### src/rtl/lc_seq_pkg.sv
package lc_seq_pkg;
  typedef enum logic [3:0] {
    ST_IDLE,
    ST_LD_WAIT,
    ST_LD_A,
    ST_LD_B,
    ST_FLUSH,
    ST_LAUNCH,
    ST_HOLD,
    ST_RELEASE,
    ST_SNAP,
    ST_UL_A,
    ST_UL_B
  } seq_state_t;
endpackage

### src/rtl/lc_down_counter.sv
module lc_down_counter #(
  parameter int W = 8
) (
  input  logic         clk,
  input  logic         rst_n,
  input  logic         load_i,
  input  logic [W-1:0] load_val_i,
  input  logic         dec_i,
  output logic         is_one_o
);
  localparam logic [W-1:0] ONE = W'(1);
  logic [W-1:0] cnt_q;

  always_ff @(posedge clk or negedge rst_n) begin
    if (!rst_n)                    cnt_q <= '0;
    else if (load_i)               cnt_q <= load_val_i;
    else if (dec_i && cnt_q != '0) cnt_q <= cnt_q - ONE;
  end

  assign is_one_o = (cnt_q == ONE);
endmodule

### src/rtl/lc_seq_fsm.sv
module lc_seq_fsm
  import lc_seq_pkg::*;
#(
  parameter int INT_W = 10,
  parameter int LEN_W = 8
) (
  input  logic             clk,
  input  logic             rst_n,
  input  logic             start_i,
  input  logic [INT_W-1:0] interval_i,
  input  logic [LEN_W-1:0] load_len_i,
  input  logic [LEN_W-1:0] unload_len_i,
  input  logic             sin_valid_i,
  input  logic             sin_data_i,
  input  logic             snap_ready_i,
  input  logic             bit_one_i,
  input  logic             tick_one_i,
  output seq_state_t       state_o,
  output logic             bit_load_o,
  output logic [LEN_W-1:0] bit_val_o,
  output logic             bit_dec_o,
  output logic             tick_load_o,
  output logic [INT_W-1:0] tick_val_o,
  output logic             tick_dec_o,
  output logic             si_o,
  output logic             done_o,
  output logic             err_o
);
  seq_state_t       state_q, state_d;
  logic [INT_W-1:0] int_q;
  logic [LEN_W-1:0] unl_q;
  logic             si_q, done_q, err_q;
  logic             accept, reject;

  assign accept = (state_q == ST_IDLE) && start_i && (interval_i != '0);
  assign reject = (state_q == ST_IDLE) && start_i && (interval_i == '0);

  always_comb begin
    state_d     = state_q;
    bit_load_o  = 1'b0;
    bit_val_o   = load_len_i;
    bit_dec_o   = 1'b0;
    tick_load_o = 1'b0;
    tick_val_o  = int_q;
    tick_dec_o  = 1'b0;
    unique case (state_q)
      ST_IDLE: begin
        if (accept) begin
          bit_load_o = 1'b1;
          state_d    = (load_len_i != '0) ? ST_LD_WAIT : ST_FLUSH;
        end
      end
      ST_LD_WAIT: if (sin_valid_i) state_d = ST_LD_A;
      ST_LD_A:    state_d = ST_LD_B;
      ST_LD_B: begin
        if (bit_one_i) state_d = ST_FLUSH;
        else begin
          bit_dec_o = 1'b1;
          state_d   = ST_LD_WAIT;
        end
      end
      ST_FLUSH: begin
        tick_load_o = 1'b1;
        state_d     = ST_LAUNCH;
      end
      ST_LAUNCH: begin
        if (tick_one_i) state_d = ST_HOLD;
        else tick_dec_o = 1'b1;
      end
      ST_HOLD: state_d = ST_RELEASE;
      ST_RELEASE: begin
        if (unl_q == '0) state_d = ST_IDLE;
        else begin
          bit_load_o = 1'b1;
          bit_val_o  = unl_q;
          state_d    = ST_SNAP;
        end
      end
      ST_SNAP: begin
        if (snap_ready_i) begin
          if (bit_one_i) state_d = ST_IDLE;
          else begin
            bit_dec_o = 1'b1;
            state_d   = ST_UL_A;
          end
        end
      end
      ST_UL_A: state_d = ST_UL_B;
      ST_UL_B: state_d = ST_SNAP;
      default: state_d = ST_IDLE;
    endcase
  end

  always_ff @(posedge clk or negedge rst_n) begin
    if (!rst_n) begin
      state_q <= ST_IDLE;
      int_q   <= '0;
      unl_q   <= '0;
      si_q    <= 1'b0;
      done_q  <= 1'b0;
      err_q   <= 1'b0;
    end else begin
      state_q <= state_d;
      done_q  <= (state_q != ST_IDLE) && (state_d == ST_IDLE);
      if (accept) begin
        int_q <= interval_i;
        unl_q <= unload_len_i;
        err_q <= 1'b0;
      end else if (reject) begin
        err_q <= 1'b1;
      end
      if (state_q == ST_LD_WAIT && sin_valid_i) si_q <= sin_data_i;
    end
  end

  assign state_o = state_q;
  assign si_o    = si_q;
  assign done_o  = done_q;
  assign err_o   = err_q;
endmodule

### src/rtl/lc_seq_decode.sv
module lc_seq_decode
  import lc_seq_pkg::*;
(
  input  seq_state_t state_i,
  input  logic       scan_so_i,
  output logic       scan_a_o,
  output logic       scan_b_o,
  output logic       sys_clk_o,
  output logic       sin_ready_o,
  output logic       snap_valid_o,
  output logic       snap_data_o,
  output logic       busy_o
);
  logic flush_win;

  assign flush_win    = (state_i == ST_FLUSH) || (state_i == ST_LAUNCH) ||
                        (state_i == ST_HOLD);
  assign scan_a_o     = flush_win || (state_i == ST_LD_A) || (state_i == ST_UL_A);
  assign scan_b_o     = flush_win || (state_i == ST_LD_B) || (state_i == ST_UL_B);
  assign sys_clk_o    = (state_i == ST_LAUNCH);
  assign sin_ready_o  = (state_i == ST_LD_WAIT);
  assign snap_valid_o = (state_i == ST_SNAP);
  assign snap_data_o  = (state_i == ST_SNAP) && scan_so_i;
  assign busy_o       = (state_i != ST_IDLE);
endmodule

### src/rtl/lc_delay_seq.sv
module lc_delay_seq
  import lc_seq_pkg::*;
#(
  parameter int INT_W = 10,
  parameter int LEN_W = 8
) (
  input  logic             clk,
  input  logic             rst_n,
  input  logic             start_i,
  input  logic [INT_W-1:0] interval_i,
  input  logic [LEN_W-1:0] load_len_i,
  input  logic [LEN_W-1:0] unload_len_i,
  input  logic             sin_data_i,
  input  logic             sin_valid_i,
  output logic             sin_ready_o,
  input  logic             scan_so_i,
  output logic             scan_si_o,
  output logic             scan_a_o,
  output logic             scan_b_o,
  output logic             sys_clk_o,
  output logic             snap_data_o,
  output logic             snap_valid_o,
  input  logic             snap_ready_i,
  output logic             busy_o,
  output logic             done_o,
  output logic             err_o
);
  seq_state_t       state;
  logic             bit_load, bit_dec, bit_one;
  logic [LEN_W-1:0] bit_val;
  logic             tick_load, tick_dec, tick_one;
  logic [INT_W-1:0] tick_val;

  lc_seq_fsm #(.INT_W(INT_W), .LEN_W(LEN_W)) fsm_i (
    .clk(clk), .rst_n(rst_n), .start_i(start_i), .interval_i(interval_i),
    .load_len_i(load_len_i), .unload_len_i(unload_len_i),
    .sin_valid_i(sin_valid_i), .sin_data_i(sin_data_i),
    .snap_ready_i(snap_ready_i), .bit_one_i(bit_one), .tick_one_i(tick_one),
    .state_o(state), .bit_load_o(bit_load), .bit_val_o(bit_val),
    .bit_dec_o(bit_dec), .tick_load_o(tick_load), .tick_val_o(tick_val),
    .tick_dec_o(tick_dec), .si_o(scan_si_o), .done_o(done_o), .err_o(err_o)
  );

  lc_down_counter #(.W(LEN_W)) bit_cnt_i (
    .clk(clk), .rst_n(rst_n), .load_i(bit_load), .load_val_i(bit_val),
    .dec_i(bit_dec), .is_one_o(bit_one)
  );

  lc_down_counter #(.W(INT_W)) tick_cnt_i (
    .clk(clk), .rst_n(rst_n), .load_i(tick_load), .load_val_i(tick_val),
    .dec_i(tick_dec), .is_one_o(tick_one)
  );

  lc_seq_decode dec_i (
    .state_i(state), .scan_so_i(scan_so_i), .scan_a_o(scan_a_o),
    .scan_b_o(scan_b_o), .sys_clk_o(sys_clk_o), .sin_ready_o(sin_ready_o),
    .snap_valid_o(snap_valid_o), .snap_data_o(snap_data_o), .busy_o(busy_o)
  );
endmodule

### config.mk
export PLATFORM = sky130hd
export DESIGN_NAME = lc_delay_seq
export DESIGN_NICKNAME = d
export VERILOG_FILES = /design/src/rtl/lc_seq_pkg.sv /design/src/rtl/lc_down_counter.sv /design/src/rtl/lc_seq_fsm.sv /design/src/rtl/lc_seq_decode.sv /design/src/rtl/lc_delay_seq.sv
export SDC_FILE = /design/constraint.sdc
export NUM_CORES = 1
export LEC_CHECK = 0
export BUFFER_PORTS_ARGS = -buffer_cell sky130_fd_sc_hd__clkbuf_2
export CORE_MARGIN = 2
export CORE_UTILIZATION = 55
export CTS_BUF_LIST = sky130_fd_sc_hd__clkbuf_2
export DETAILED_ROUTE_END_ITERATION = 16
export GPL_ROUTABILITY_DRIVEN = 1
export GPL_TIMING_DRIVEN = 0
export PLACE_DENSITY = 0.79
export SYNTH_ARGS = -nofsm -noshare
export SYNTH_HDL_FRONTEND = slang
export SYNTH_SLANG_ARGS = --single-unit
### constraint.sdc
create_clock -name clk -period 3 [get_ports clk]
set_input_delay 0.6 -clock clk [delete_from_list [all_inputs] [get_ports clk]]
set_output_delay 0.6 -clock clk [all_outputs]
set_load 0.05 [all_outputs]
==> results of run 1 <==
placed cells by master (no fill, tap or decap), types with 4 or more instances in the layout:
cell	n
sky130_fd_sc_hd__nand3_1	7
sky130_fd_sc_hd__dfrtp_1	43
sky130_fd_sc_hd__nor2_1	16
sky130_fd_sc_hd__and2_1	5
sky130_fd_sc_hd__or4_1	6
sky130_fd_sc_hd__clkbuf_1	11
sky130_fd_sc_hd__a221o_1	4
sky130_fd_sc_hd__nor4_1	7
sky130_fd_sc_hd__clkbuf_2	48
sky130_fd_sc_hd__o211ai_1	6
sky130_fd_sc_hd__a221oi_1	4
sky130_fd_sc_hd__ha_1	6
sky130_fd_sc_hd__a21oi_1	8
sky130_fd_sc_hd__nand2_1	74
sky130_fd_sc_hd__o21ai_0	9
sky130_fd_sc_hd__nor3_1	5
sky130_fd_sc_hd__inv_1	9
registers in the layout, summed over array words and instances, names as in the netlist:
name and flops:
bit_cnt_i.cnt_q 8, fsm_i.done_o 1, fsm_i.err_o 1, fsm_i.si_o 1
fsm_i.state_o 4, fsm_i.tick_val_o 10, fsm_i.unl_q 8, tick_cnt_i.cnt_q 10
worst register-to-register path, cell delays in order (launching register included):
cell                       delay [ns]
sky130_fd_sc_hd__dfrtp_1         0.41
sky130_fd_sc_hd__clkbuf_1        0.19
sky130_fd_sc_hd__or4_1           0.63
sky130_fd_sc_hd__a311o_1         0.48
sky130_fd_sc_hd__inv_1           0.15
sky130_fd_sc_hd__clkbuf_1        0.36
sky130_fd_sc_hd__a32oi_1         0.23
sky130_fd_sc_hd__o211ai_1        0.12
power by group through the flow:
stage	combinational [mW]	clock (mW)	sequential (mW)
floorplan	0.893	0	1.06
global placement	1.16	0	1.05
detailed placement	1.20	0	1.06
CTS	1.20	0.260	1.04
global route	1.34	0.286	1.09
finish	1.20	0.254	1.05
stage by stage:
step	utilization	hold slack (ns)	power, mW	instance area (µm²)	instances
2_1_floorplan	-	0.304	1.95	2380	273
3_3_place_gp	0.650	0.458	2.21	2660	365
3_5_place_dp	0.650	0.462	2.25	2660	365
4_1_cts	0.660	0.343	2.51	2700	373
5_1_grt	0.660	0.310	2.71	2700	373
6_report	0.660	0.317	2.50	2700	373
cells by family after synthesis:
kind of cell	count (synthesis)	synth area share
buffers and inverters	23	0.0373
adders and majority gates	6	0.0315
xor gates and xnor gates	4	0.0147
DFF	43	0.452
muxes	3	0.0142
AOI/OAI and AO/OA	51	0.157
and+or+nand+nor	143	0.294
area by class of cell:
type / instances / area, µm² / area share
buffer: 14 / 55.1 / 0.0204
timing repair buffer: 42 / 210 / 0.0779
clock inverter: 2 / 12.5 / 0.00464
inverter: 9 / 33.8 / 0.0125
multi-input combinational: 207 / 1220 / 0.451
tap: 50 / 62.6 / 0.0232
clock buffer: 6 / 30.0 / 0.0111
sequential: 43 / 1080 / 0.399
worst min path at each step:
stage / end / slack [ns] / cells past startpoint
6_report: fsm_i.state_o[0]$_DFF_PN0_ / 0.32 / 1
5_1_grt: fsm_i.unl_q[3]$_DFFE_PN0P_ / 0.31 / 3
4_1_cts: fsm_i.state_o[3]$_DFF_PN0_ / 0.34 / 1
3_5_place_dp: fsm_i.tick_val_o[5]$_DFFE_PN0P_ / 0.46 / 2
3_3_place_gp: fsm_i.tick_val_o[5]$_DFFE_PN0P_ / 0.46 / 2
2_1_floorplan: bit_cnt_i.cnt_q[0]$_DFFE_PN0P_ / 0.30 / 0
per-layer routing:
| metal | GRT usage | vias to the layer above | share of wire |
|---|---|---|---|
| li1 | - | 1076 | - |
| met1 | 0.333 | 1005 | 0.47 |
| met2 | 0.358 | 64 | 0.46 |
| met3 | 0.0552 | 6 | 0.059 |
| met4 | 0.0769 | 0 | 0.0088 |
| met5 | 0 | - | 0 |
==> summary.md, run 1 <==
| Metric | Value |
|---|---|
| Number of storage elements in the synthesis netlist | `43` |
| Family with the most delay on the worst path | `buffers and inverters` |
| Peak VDD IR | `0.594 mV` |
| Power density cells | `927 mW/mm²` |
| Die Span Y | `69.8 µm` |
| Setup crit start kind | `flop` |
| Number of enable-type register cells in the synthesized netlist | `0` |
| Path type of the worst min-delay path | `in2async` |
| Crit end category | `output pin` |
| Final weighted congestion in routability-driven placement | `0.842` |
| Setup crit start | `fsm_i.state_o[0]$_DFF_PN0_` |
| RSZ-0062 raised after global routing | `no` |
| Slowest CP cell | `sky130_fd_sc_hd__dfrtp_1` |
| Register clock-pin slew on the reported worst setup and hold paths | `0.23 ns` |
| Number of antenna violations at the first check in global routing | `0` |
| Proportion of layout cells with a drive suffix above 1 | `0.192` |
| Share of power burned in the clock network | `0.102` |
| Mean cell area of the mapped netlist | `8.73 µm²` |
| Delay of the slowest critical-path stage | `0.43 ns` |
| Via count of the first global-routing pass | `2,029` |
| Count of input and output buffers | `42` |
| Buffers inserted by post-CTS timing repair | `0` |
| DRC viols | `0` |
| Clock latency on the worst-skew pair | `0.42 ns` |
| Final setup vio count | `0` |
| Fraction of the yosys area taken by sequential cells | `0.452` |
| Most numerous cell types in the synthesized netlist | `74 x sky130_fd_sc_hd__nand2_1, 43 x sky130_fd_sc_hd__dfrtp_1, 16 x sky130_fd_sc_hd__nor2_1` |
| Internal Power | `1.35 mW` |
| Net Switching | `1.16 mW` |
| Leading post-synthesis cells by cell area | `sky130_fd_sc_hd__dfrtp_1 45%, sky130_fd_sc_hd__nand2_1 12%, sky130_fd_sc_hd__ha_1 3.2%` |
| Time the worst path needs with I/O delays and setup | `2.67 ns` |
| Pre-Repair DR Iteration Count | `4` |
| Routed vias/inst | `5.77` |
| Reg2reg start | `fsm_i.state_o[2]$_DFF_PN0_` |
| Final antenna-violating net count | `0` |
| Remaining global-route overflow | `0` |
| Placed wire-length estimate after detailed placement | `3990 µm` |
| Total die area | `0.00487 mm²` |
| Setup ws final | `0.330 ns` |
| Clk sinks | `43` |
| Count of unique library cells instantiated by Yosys | `50` |
| Layout-stage area growth over the synthesis result | `13.2%` |
| Max Buffers Root-to-Sink | `2` |
| Placeable core region | `0.00409 mm²` |
| Starting Density | `0.583` |
| Worst path buffer plus inverter count | `2` |
| Number of instances in the synthesized netlist | `273` |
| Final routed wirelength across all metal layers | `5370 µm` |
| GRT Util Overall | `0.235` |
| Critical path cell sequence | `clkbuf_1 -> nand2_1 -> mux2_2 -> o22ai_1 -> clkbuf_2` |
| Clock buffer count from CTS | `5` |
| Outcome | `finished, final reports clean` |
| Total negative setup slack | `0 ns` |
| Worst Path Arrival | `2.07 ns` |
| Post-DR wirelength/cell | `14.4 µm` |
| First-pass GRT wire length | `9230 µm` |
| Critical path depth in cells | `5` |
| Std-Cell Rows | `23` |
| Normalized max-slew margin | `0.305` |
| Worst clock skew | `0.0184 ns` |
| Net count after synthesis | `312` |
| Worst-case setup slack after placement | `0.399 ns` |
| Primary flip-flop cell chosen by synthesis mapping | `sky130_fd_sc_hd__dfrtp_1` |
| Cell with the most instances after synthesis | `sky130_fd_sc_hd__nand2_1` |
| I/O pin count | `43` |
| Layout fillers | `346` |
| Capturing instance or port of the critical path | `scan_b_o` |
| Cell accounting for the most synthesized area | `sky130_fd_sc_hd__dfrtp_1` |
| Sequential cell fraction of total power | `0.418` |
| Fmax achieved | `0.375 GHz` |
| Crit Path Category | `reg2out` |
| ANT cells | `0` |
| Post-route clock period utilization | `0.890` |
| Maximum number of pins on one net before global-route repair | `44` |
| Final net count | `361` |
| Clock tree from TritonCTS | `built` |
| Capture point of the worst reg-to-reg path | `bit_cnt_i.cnt_q[7]$_DFFE_PN0P_` |
| Fraction of power consumed by combinational cells | `0.480` |
| Die width | `69.8 µm` |
| Vias | `2,151` |
| Count of final hold-check violations | `0` |
| Switching fraction of total power | `0.462` |
| Cell at the root of the clock tree | `sky130_fd_sc_hd__clkbuf_2` |
| Cts repair resizes | `0` |
| 1st-iter DRT viols | `168` |
| Slew Viols, Final | `0` |
| Mapped cell area | `0.00238 mm²` |
| Max-capacitance violation count | `0` |
| Register-to-register path setup slack | `0.36 ns` |
| CP required | `2.40 ns` |
| Post-synth top area share | `0.452` |
| Count of cells along the worst register-to-register path | `7` |
| Static Leakage | `1.30 nW` |
| Share of synthesized flip-flops with an asynchronous set or reset | `1.00` |
| Post-cts hold buffer count | `0` |
| Max Fanout on Critical Path | `10` |
| Pin slew with the least headroom to its limit | `1.04 ns` |
| Synth Warn # | `0` |
| Number of H-tree levels | `2` |
(Power assumes the default switching activity.)
==> run 2, diff against run 1 <==
Settings changed: ABC_AREA set to 1, PLACE_DENSITY 0.79 to 0.78.
Clock period 3 ns to 2.7 ns, I/O delays scaled along.
==> run 2 against run 1 <==
  * Via count increased by 17%
  * Clock power increased by 43%
  * Non-clock buffer count decreased by 7
  * Sequential power increased by 14%
  * Final cell count increased by 35%
  * Count of clock-buffer cells in the layout decreased by 1
  * Design area increased by 16%
  * Critical path depth unchanged
  * First-iteration DRC count increased by 15%
  * Sequential share of layout area decreased by 5.6 points
  * Worst setup slack improved by 0.073 ns
  * Critical path type unchanged
==> summary.md, run 2 <==
| Metric | Value |
|---|---|
| Outcome | `finished, final reports clean` |
| Number of enable-type register cells in the synthesized netlist | `0 (unchanged)` |
| GRT Util Overall | `0.226 (-0.00930)` |
| Final antenna-violating net count | `0 (unchanged)` |
| Via count of the first global-routing pass | `2,250 (+11%)` |
| Final weighted congestion in routability-driven placement | `0.873 (+3.6%)` |
| Area of all sequential standard cells | `0.00108 mm² (unchanged)` |
| Net count after synthesis | `427 (+37%)` |
| Final routed wirelength across all metal layers | `5610 µm (+4.6%)` |
| Placeable core region | `0.00479 mm² (+17%)` |
| Pre-Repair DR Iteration Count | `4 (unchanged)` |
| Post-synth top area share | `0.388 (-0.0641)` |
| Number of storage elements in the synthesis netlist | `43 (unchanged)` |
| Fmax achieved | `0.435 GHz` |
| Cell at the root of the clock tree | `sky130_fd_sc_hd__clkbuf_2` |
| Vias | `2,520 (+17%)` |
| Buffers inserted by post-CTS timing repair | `0 (unchanged)` |
| RSZ-0062 raised after global routing | `no` |
| Crit Path Category | `reg2out` |
| Leading post-synthesis cells by cell area | `sky130_fd_sc_hd__dfrtp_1 39%, sky130_fd_sc_hd__nand2_1 19%, sky130_fd_sc_hd__nor2_1 5.8%` |
| Number of antenna violations at the first check in global routing | `0 (unchanged)` |
| Routed vias/inst | `4.99 (-13%)` |
| Count of final hold-check violations | `0 (unchanged)` |
| Remaining global-route overflow | `0 (unchanged)` |
| 1st-iter DRT viols | `193 (+15%)` |
| DRC viols | `0 (unchanged)` |
| Starting Density | `0.580 (-0.00285)` |
| Final setup vio count | `0 (unchanged)` |
| Cts repair resizes | `0 (unchanged)` |
| Primary flip-flop cell chosen by synthesis mapping | `sky130_fd_sc_hd__dfrtp_1` |
| Time the worst path needs with I/O delays and setup | `2.30 ns` |
| Proportion of layout cells with a drive suffix above 1 | `0.203 (+0.0112)` |
| Register clock-pin slew on the reported worst setup and hold paths | `0.21 ns (-0.02 ns)` |
| Final net count | `476 (+32%)` |
| Mean cell area of the mapped netlist | `7.16 µm² (-18%)` |
| Slew Viols, Final | `0 (unchanged)` |
| Layout-stage area growth over the synthesis result | `12.9%` |
| Max Fanout on Critical Path | `4 (-6)` |
| Clk sinks | `43 (unchanged)` |
| Path type of the worst min-delay path | `in2async` |
| ANT cells | `0 (unchanged)` |
| Fraction of the yosys area taken by sequential cells | `0.388 (-0.0641)` |
| Cell accounting for the most synthesized area | `sky130_fd_sc_hd__dfrtp_1` |
| Die width | `75.1 µm (+7.5%)` |
| Synth Warn # | `0 (unchanged)` |
| First-pass GRT wire length | `9810 µm (+6.4%)` |
| CP required | `2.16 ns (-0.24 ns)` |
| Count of input and output buffers | `42 (unchanged)` |
| Clock buffer count from CTS | `5 (unchanged)` |
| Mapped cell area | `0.00278 mm² (+17%)` |
| Post-DR wirelength/cell | `11.1 µm (-23%)` |
| Number of H-tree levels | `2 (unchanged)` |
| Pin slew with the least headroom to its limit | `1.03 ns (-0.00812 ns)` |
| Peak VDD IR | `0.614 mV (+3.3%)` |
| Most frequent cells in the layout | `140 x sky130_fd_sc_hd__nand2_1, 47 x sky130_fd_sc_hd__clkbuf_2, 43 x sky130_fd_sc_hd__nor2_1, 43 x sky130_fd_sc_hd__dfrtp_1, 35 x sky130_fd_sc_hd__inv_1` |
| Power density cells | `1170 mW/mm² (+26%)` |
| Number of instances in the synthesized netlist | `388 (+42%)` |
| Layout fillers | `430 (+24%)` |
| Count of unique library cells instantiated by Yosys | `34 (-32%)` |
| Post-route clock period utilization | `0.851` |
| Static Leakage | `1.74 nW (+34%)` |
| Most numerous cell types in the synthesized netlist | `140 x sky130_fd_sc_hd__nand2_1, 43 x sky130_fd_sc_hd__dfrtp_1, 43 x sky130_fd_sc_hd__nor2_1` |
| Normalized max-slew margin | `0.310 (+0.00542)` |
| Worst Path Arrival | `1.76 ns (-0.31 ns)` |
| Total negative setup slack | `0 ns (unchanged)` |
| Area of combinational cells with multiple inputs | `0.00148 mm² (+21%)` |
| Leading cell type in the layout, fill and taps excluded | `sky130_fd_sc_hd__nand2_1` |
| Placed wire-length estimate after detailed placement | `4420 µm (+11%)` |
| Final Total Pwr | `3.66 mW (+46%)` |
| Crit end category | `output pin` |
| Maximum number of pins on one net before global-route repair | `44 (unchanged)` |
| Post-cts hold buffer count | `0 (unchanged)` |
| Max Buffers Root-to-Sink | `2 (unchanged)` |
| Clock tree from TritonCTS | `built` |
| Die Span Y | `75.1 µm (+7.5%)` |
| Total die area | `0.00563 mm² (+16%)` |
| I/O pin count | `43 (unchanged)` |
| Share of synthesized flip-flops with an asynchronous set or reset | `1.00 (unchanged)` |
| Max-capacitance violation count | `0 (unchanged)` |
| Cell with the most instances after synthesis | `sky130_fd_sc_hd__nand2_1` |
| Worst clock skew | `0.0193 ns (+0.000818 ns)` |
| Setup crit start kind | `flop` |
| Std-Cell Rows | `25 (+8.7%)` |
| Clock latency on the worst-skew pair | `0.41 ns (about the same)` |
run 2: cell families after synthesis:
group,share of synthesized area
XOR/XNOR,0.0252
multiplexers,0.00406
AND/OR/NAND/NOR,0.411
flip-flops,0.388
adder cells (fa/ha/maj),0.0270
buffers and inverters,0.0798
AO/OA/AOI/OAI,0.0649
run 2: final cells by class:
cell class / count / share of cell area
buffer: 7 / 0.0192
sequential: 43 / 0.343
inverter: 43 / 0.0515
clock buffer: 5 / 0.00798
clock inverter: 3 / 0.0124
timing repair buffer: 42 / 0.0671
tap: 67 / 0.0267
multi-input combinational: 295 / 0.472
run 2: metrics by stage:
stage          area [µm²]  worst slack [ns]  utilization  std cells  hold WS, ns
6_report             3130             0.403        0.655        505        0.273
5_1_grt              3130             0.214        0.655        505        0.281
2_1_floorplan        2780             0.621            -        388        0.244
4_1_cts              3130             0.376        0.655        505        0.294
3_5_place_dp         3070             0.883        0.642        497        0.473
3_3_place_gp         3070             0.873        0.642        497        0.468
run 2: worst max-delay path, cell delays in order, from the launching register on:
cell	delay, ns
sky130_fd_sc_hd__dfrtp_1	0.51
sky130_fd_sc_hd__inv_1	0.08
sky130_fd_sc_hd__nor2_1	0.18
sky130_fd_sc_hd__nand2_1	0.12
sky130_fd_sc_hd__o211ai_1	0.16
sky130_fd_sc_hd__clkbuf_2	0.30
run 2: layer usage:
metal / wire, µm / GRT usage
met5: 0 / 0
met4: 65 / 0.0556
met3: 294 / 0.0482
met2: 2440 / 0.363
met1: 2820 / 0.315
run 2: worst paths after layout:
check                      slack [ns]                       startpoint                         endpoint  cells after the start
max                              0.40       fsm_i.state_o[1]$_DFF_PN0_                         scan_a_o                      5
min                              0.27                            rst_n  fsm_i.tick_val_o[1]$_DFFE_PN0P_                      1
max reg2reg                      1.02   bit_cnt_i.cnt_q[0]$_DFFE_PN0P_   bit_cnt_i.cnt_q[7]$_DFFE_PN0P_                      9
min in group clk                 0.32                    interval_i[0]  fsm_i.tick_val_o[0]$_DFFE_PN0P_                      3
max in group asynchronous        1.79                            rst_n       fsm_i.unl_q[6]$_DFFE_PN0P_                      1
min reg2reg                      0.52  fsm_i.tick_val_o[8]$_DFFE_PN0P_  fsm_i.tick_val_o[8]$_DFFE_PN0P_                      2
run 2: power by group:
group	total [mW]	internal, mW	leakage [nW]	switching (mW)
Combinational	2.10	0.708	1.17	1.39
Sequential	1.20	0.949	0.531	0.247
Clock	0.363	0.152	0.0404	0.211
